===== src/rtl/rng_regwin_pkg.sv =====
package rng_regwin_pkg;
  localparam int RW_ADDR_W = 2;
  localparam int RW_BYTE_W = 8;

  typedef enum logic [RW_ADDR_W-1:0] {
    OFS_CTRL  = 2'd0,
    OFS_READY = 2'd1,
    OFS_DATA  = 2'd2
  } rw_ofs_e;

  localparam int BIT_ON      = 0;
  localparam int BIT_FITTED  = 6;
  localparam int BIT_READY   = 0;
endpackage


===== src/rtl/rng_onoff.sv =====
// On/off flag; flags a switch-off so the slot can be emptied.
module rng_onoff (
  input  logic clk,
  input  logic rst,
  input  logic wr_hit,
  input  logic wr_bit,
  output logic on_q,
  output logic turn_off
);
  always_ff @(posedge clk) begin
    if (rst)         on_q <= 1'b0;
    else if (wr_hit) on_q <= wr_bit;
  end

  assign turn_off = wr_hit && !wr_bit;
endmodule


===== src/rtl/rng_slot.sv =====
// One-byte holding slot with ready flag.
module rng_slot #(
  parameter int BYTE_W = 8
) (
  input  logic              clk,
  input  logic              rst,
  input  logic              on_q,
  input  logic              turn_off,
  input  logic              take,
  input  logic              src_valid,
  input  logic [BYTE_W-1:0] src_byte,
  output logic              rdy_q,
  output logic [BYTE_W-1:0] data_q
);
  always_ff @(posedge clk) begin
    if (rst || turn_off) begin
      rdy_q  <= 1'b0;
      data_q <= '0;
    end else if (take) begin
      rdy_q  <= 1'b0;
    end else if (on_q && !rdy_q && src_valid) begin
      rdy_q  <= 1'b1;
      data_q <= src_byte;
    end
  end
endmodule


===== src/rtl/rng_rdport.sv =====
// Registered read multiplexer for the register window.
module rng_rdport
  import rng_regwin_pkg::*;
#(
  parameter int BYTE_W = 8,
  parameter int ADDR_W = 2
) (
  input  logic              clk,
  input  logic              rst,
  input  logic              rd,
  input  logic [ADDR_W-1:0] addr,
  input  logic              on_q,
  input  logic              rdy_q,
  input  logic [BYTE_W-1:0] data_q,
  output logic [BYTE_W-1:0] rdata
);
  logic [BYTE_W-1:0] ctrl_b;
  logic [BYTE_W-1:0] ready_b;
  logic [BYTE_W-1:0] mux_d;

  for (genvar i = 0; i < BYTE_W; i++) begin : g_bits
    if (i == BIT_ON)          begin : g_on  assign ctrl_b[i] = on_q; end
    else if (i == BIT_FITTED) begin : g_fit assign ctrl_b[i] = 1'b1; end
    else                      begin : g_z   assign ctrl_b[i] = 1'b0; end
    if (i == BIT_READY)       begin : g_rdy assign ready_b[i] = rdy_q; end
    else                      begin : g_rz  assign ready_b[i] = 1'b0; end
  end

  always_comb begin
    case (addr)
      OFS_CTRL:  mux_d = ctrl_b;
      OFS_READY: mux_d = ready_b;
      OFS_DATA:  mux_d = data_q;
      default:   mux_d = '0;
    endcase
  end

  always_ff @(posedge clk) begin
    if (rst)     rdata <= '0;
    else if (rd) rdata <= mux_d;
  end
endmodule


===== src/rtl/rng_regwin.sv =====
module rng_regwin
  import rng_regwin_pkg::*;
#(
  parameter int BYTE_W = RW_BYTE_W,
  parameter int ADDR_W = RW_ADDR_W
) (
  input  logic              clk,
  input  logic              rst,
  input  logic [ADDR_W-1:0] bus_addr,
  input  logic [BYTE_W-1:0] bus_wdata,
  input  logic              bus_we,
  input  logic              bus_re,
  output logic [BYTE_W-1:0] bus_rdata,
  input  logic              ent_valid,
  input  logic [BYTE_W-1:0] ent_byte
);
  localparam logic [ADDR_W-1:0] A_CTRL = ADDR_W'(OFS_CTRL);
  localparam logic [ADDR_W-1:0] A_DATA = ADDR_W'(OFS_DATA);

  logic              on_q;
  logic              turn_off;
  logic              rdy_q;
  logic [BYTE_W-1:0] data_q;
  logic              ctrl_wr;
  logic              take;

  assign ctrl_wr = bus_we && (bus_addr == A_CTRL);
  assign take    = bus_re && (bus_addr == A_DATA);

  rng_onoff u_onoff (
    .clk      (clk),
    .rst      (rst),
    .wr_hit   (ctrl_wr),
    .wr_bit   (bus_wdata[BIT_ON]),
    .on_q     (on_q),
    .turn_off (turn_off)
  );

  rng_slot #(.BYTE_W(BYTE_W)) u_slot (
    .clk       (clk),
    .rst       (rst),
    .on_q      (on_q),
    .turn_off  (turn_off),
    .take      (take),
    .src_valid (ent_valid),
    .src_byte  (ent_byte),
    .rdy_q     (rdy_q),
    .data_q    (data_q)
  );

  rng_rdport #(.BYTE_W(BYTE_W), .ADDR_W(ADDR_W)) u_rd (
    .clk    (clk),
    .rst    (rst),
    .rd     (bus_re),
    .addr   (bus_addr),
    .on_q   (on_q),
    .rdy_q  (rdy_q),
    .data_q (data_q),
    .rdata  (bus_rdata)
  );
endmodule


===== config.mk =====
export PLATFORM = sky130hd
export DESIGN_NAME = rng_regwin
export DESIGN_NICKNAME = d
export VERILOG_FILES = /design/src/rtl/rng_regwin_pkg.sv /design/src/rtl/rng_onoff.sv /design/src/rtl/rng_slot.sv /design/src/rtl/rng_rdport.sv /design/src/rtl/rng_regwin.sv
export SDC_FILE = /design/constraint.sdc
export NUM_CORES = 1
export LEC_CHECK = 0
export ABC_AREA = 0
export BUFFER_PORTS_ARGS = -buffer_cell sky130_fd_sc_hd__buf_4
export CAP_MARGIN = 5
export CORE_MARGIN = 1.5
export CORE_UTILIZATION = 32
export DETAILED_ROUTE_END_ITERATION = 12
export GPL_TIMING_DRIVEN = 0
export HOLD_SLACK_MARGIN = 0.02
export PLACE_DENSITY = 0.54
export SYNTH_ARGS = -nofsm -noshare
export SYNTH_HDL_FRONTEND = slang
export SYNTH_SLANG_ARGS = --single-unit
export TNS_END_PERCENT = 10

===== constraint.sdc =====
create_clock -name clk -period 2.8 [get_ports clk]
set_input_delay 0 -clock clk [delete_from_list [all_inputs] [get_ports clk]]
set_output_delay 0 -clock clk [all_outputs]
set_load 0.005 [all_outputs]

Word-level counts from Yosys, hierarchy flattened
Cells that the tools add are included.

word-level totals
  bits in latches = 0
  bits in writable memories = 0
  memories kept = 0
  ROM bits = 0
  word-level logic and storage cells = 19
  bits of input ports = 23
  flip-flop bits (word level) = 18

cells by class
  divide/modulo/power cells = 0
  bitwise operators = 1
  reduce and logical (&&, ||, !) cells = 11
  add/sub/neg operators = 0
  eq/ne operators = 2
  shift operators = 0
  $lt $le $gt $ge = 0
  $mul = 0
  muxes and demuxes = 1

operators by type and width
  operator            number
  $pmux 8 s3          1
  $logic_and 1x1->1   5
  $eq 2x1->1 const B  1
  $eq 2x2->1 const B  1
  $logic_not 1->1     2
  $logic_not 2->1     1
  $reduce_and 2->1    1
  $reduce_or 2->1     1
  $logic_or 1x1->1    1
  $not 1->1           1

Depth between registers and ports, before layout
  word-level depth = 5
  depth in mapped cells = 5
  gate-level depth less buffers = 3

Cells and area by module
From an unflattened synthesis, not the netlist that was laid out.

second synthesis, totals
  cells, all modules = 86
  area total of the unflattened synthesis = 878.3 µm²

by module, submodules not included
  module      area an instance (µm²)  times used  cells each
  rng_slot    480.5                   1           41
  rng_rdport  336.6                   1           39
  rng_onoff   40.0                    1           4
  rng_regwin  21.3                    1           2

Worst setup path after synthesis
No wires, ideal clock.

  kind = flip-flop to flip-flop
  from = register u_onoff.on_q
  to = register u_slot.data_q[0]
  path buffers = 1
  path slack = 1.806 ns
  period minus slack after synthesis = 0.994 ns
  required time = 2.730 ns
  cell stages (with the launch flop) = 5
  arrival time = 0.924 ns
  cells stage by stage = dfxtp_1 and3b_1 clkbuf_1 nand3_1 a21oi_1

on the way
  cells in the longest elaborated chain, start to end = 3

ends and longest elaborated chain
  item                               line             RTL
  start, declared                    rng_onoff.sv:7   output logic on_q,
  start signal, assigned             rng_onoff.sv:12  else if (wr_hit) on_q <= wr_bit;
  $logic_and 1x1->1 (2 in a row)     rng_slot.sv:21   end else if (on_q && !rdy_q && src_valid) begin
  $reduce_and 2->1 (no source line)  n/a
  end signal, assigned               rng_slot.sv:23   data_q <= src_byte;
  end, declared                      rng_slot.sv:13   output logic [BYTE_W-1:0] data_q

No other way between the ends.
A chain may end at the register's enable or synchronous reset.

Final worst setup path
  from = register u_onoff.on_q
  to = register u_slot.data_q[3]

Same word-level chain as after synthesis.

==> impl_results.md <==
- Hold endpoint: u_rd.rdata[1]
- Final WL: 1700 um
- Worst hold slack: approximately 0.035 ns
- Vias after detailed routing: between 700 and 800
- DIE AREA: 2610 um^2
- Final Instance Area: 1070 um^2
- Core area: 2190 um^2
- Antenna-violating nets left: 0
- CTS resizes: 0
- Postcts setup bufs: 0
- I/O pin count: 31
- Die Y: ~50 um
- Hold depth: 4
- Clk_skew: around 0.00073 ns
- Worst endpoint required time: ~3 ns
- Mapped Area: between 700 and 800 um^2
- Synth cell types: 20
- CTS buffer count: 3
- Hold-fix buffers, CTS: 11
- Via density per instance: approximately 4.8
- Max clock buf depth: 2
- Worst Path Max Fanout: 8
- Least-Margin Pin Slew: roughly 0.44 ns
- Routed wire per std cell: between 10 and 15 um
- Reg2reg end: u_slot.data_q[3]
- Power per cell area: approximately 420 nW/um^2
- Most common cell after layout, fill and taps aside: buf_4
- Die W: just over 50 um
- Crit end category: flop
- Nets: between 100 and 150
- DR iter-0 viols: 5
- Largest net degree at the start of global routing: 11
- Routability congestion estimate: 0.700
- Grt ovf: 0
- #FFs+latches synth: 18
- H-tree levels: 1
- Global-route wire length before repair: between 2000 and 3000 um
- Sw frac: between 20% and 30%
- Maxcap violations: 0
- Sw power: about 100 uW
- Vias in the first global route: about 630
- Startpoint Class: flop
- Avg Inst Size Synth: about 8.6 um^2
- # rows: 17
- DRC Markers: 0
- Placed cells: 136
- Ys Warns: 0
- Internal power: around 350 uW
- RSZ-0062 raised after global routing: no
- Most frequent cells in the layout: 23 x buf_4, 18 x dfxtp_1, 17 x a21oi_1
- Clock Latency Late Sink: 0.28 ns
- Tmin final: around 1.2 ns
- Clock power frac: between 20 and 30%
- Max Fclk: about 0.84 GHz
- Clock-pin slew on the worst setup and hold paths: 0.09 ns
- DP Wirelength: approximately 1200 um
- Starting Density: between 30% and 40%
- CTS tree: built
- Root buffer cell: clkbuf_4
- Combinational cell fraction of total power: about 14%
- ANT cells: 0
- Arrival @ worst endpoint: 1.41 ns
- Mapped Nets: ~110
- Fin. max-slew vios: 0
- Cells after Synth: 86
- R2R setup slack: between 1.5 and 2 ns
- Area Overhead vs Synth: 44.9%
- HP Start: bus_re
- Post-Layout Cell Count: 150
- Fin. Hold Viols: 0
- R2R depth: 4
- Slew HR: a little over two thirds
- Dpl cell area: roughly 940 um^2
- Lkg Pwr: roughly 0.44 nW
- Port Buffer Count: 22
- Share of layout cells above drive strength 1: around 25%
- Total iterations of the first detailed-routing run: 4
- Final setup vio count: 0
- Peak supply drop: approximately 0.00026 V
- Initial antenna violation count: 0
- Reg power frac: just under 60%
- R2r startpoint: u_onoff.on_q
- CTS Sinks: 18
- Fillers: 220
- Total Power: 447 uW
- Register area share after synthesis: about half
- Period utilisation layout: around 43%
- Final setup TNS: 0 ns
- WS Path Type: flop to flop
- Total GRT Usage: ~14%
- Hold Crit Class: input port to flop
- Status: complete, no violations
how the worst max path moves through the flow:
stage	to	start	cells past startpoint
finish	u_slot.data_q[3]	u_onoff.on_q	4
global route	u_slot.data_q[3]	u_onoff.on_q	4
CTS	u_slot.data_q[3]	u_onoff.on_q	4
detailed placement	u_slot.data_q[3]	u_onoff.on_q	4
global placement	u_slot.data_q[0]	u_onoff.on_q	4
floorplan	u_slot.data_q[0]	u_onoff.on_q	4
power groups by stage:
stage	combinational [mW]	clock, mW	sequential [mW]
2_1_floorplan	0.0235	0	0.269
3_3_place_gp	0.0494	0	0.269
3_5_place_dp	0.0497	0	0.270
4_1_cts	0.0619	0.129	0.264
5_1_grt	0.0668	0.140	0.264
6_report	0.0615	0.122	0.263
stage by stage:
step | worst slack (ns) | utilization, %
2_1_floorplan | 1.81 | -
4_1_cts | 1.62 | 49.0
6_report | 1.61 | 49.0
3_3_place_gp | 1.66 | 42.9
5_1_grt | 1.50 | 49.0
3_5_place_dp | 1.64 | 42.9
per-layer routing:
layer / part of all wire, % / global-route usage [%]
met3: 3.0 / 4.39
met4: 0.70 / 2.70
met1: 49 / 18.3
met2: 48 / 23.6
met5: 0 / 0
layout make-up:
cell class	instances	area, um^2	area share, %
repair buffers	33	275	25.6
well taps	28	35.0	3.26
flip-flops and latches	18	360	33.6
multi-input cells	61	340	31.7
plain buffers	6	36.3	3.38
clock buffers	3	22.5	2.10
inverters	1	3.75	0.350
critical path: stages (launching register included):
cell and delay (ns):
dfxtp_1 0.40, and3b_1 0.17, clkbuf_1 0.30, nand3_1 0.12, a21oi_1 0.13
sequential cells by signal (all words and copies together) (netlist names):
| name | count |
|---|---|
| u_rd.rdata | 8 |
| u_slot.data_q | 8 |
| u_onoff.on_q | 1 |
| u_slot.rdy_q | 1 |
synthesized netlist by cell type, drive strengths merged:
library cell   n  area (um^2)
nor2           9         33.8
nand3          8         40.0
dfxtp         18          360
nor3           2         15.0
nand2b         2         12.5
and3b          2         17.5
mux2i          1         10.0
o211a          1         10.0
buf            4         28.8
a31o           1         8.76
a21oi         17         85.1
inv            1         3.75
clkbuf         2         7.51
nand3b         4         30.0
nor2b          6         37.5
o21ai          8         40.0
cells by family after synthesis:
family	share of synthesized area [%]
flip-flops	48.6
multiplexers	1.35
AO/OA/AOI/OAI	19.4
AND/OR/NAND/NOR	25.2
buffers and inverters	5.41
No activity file was read; power rests on OpenSTA's default activity.
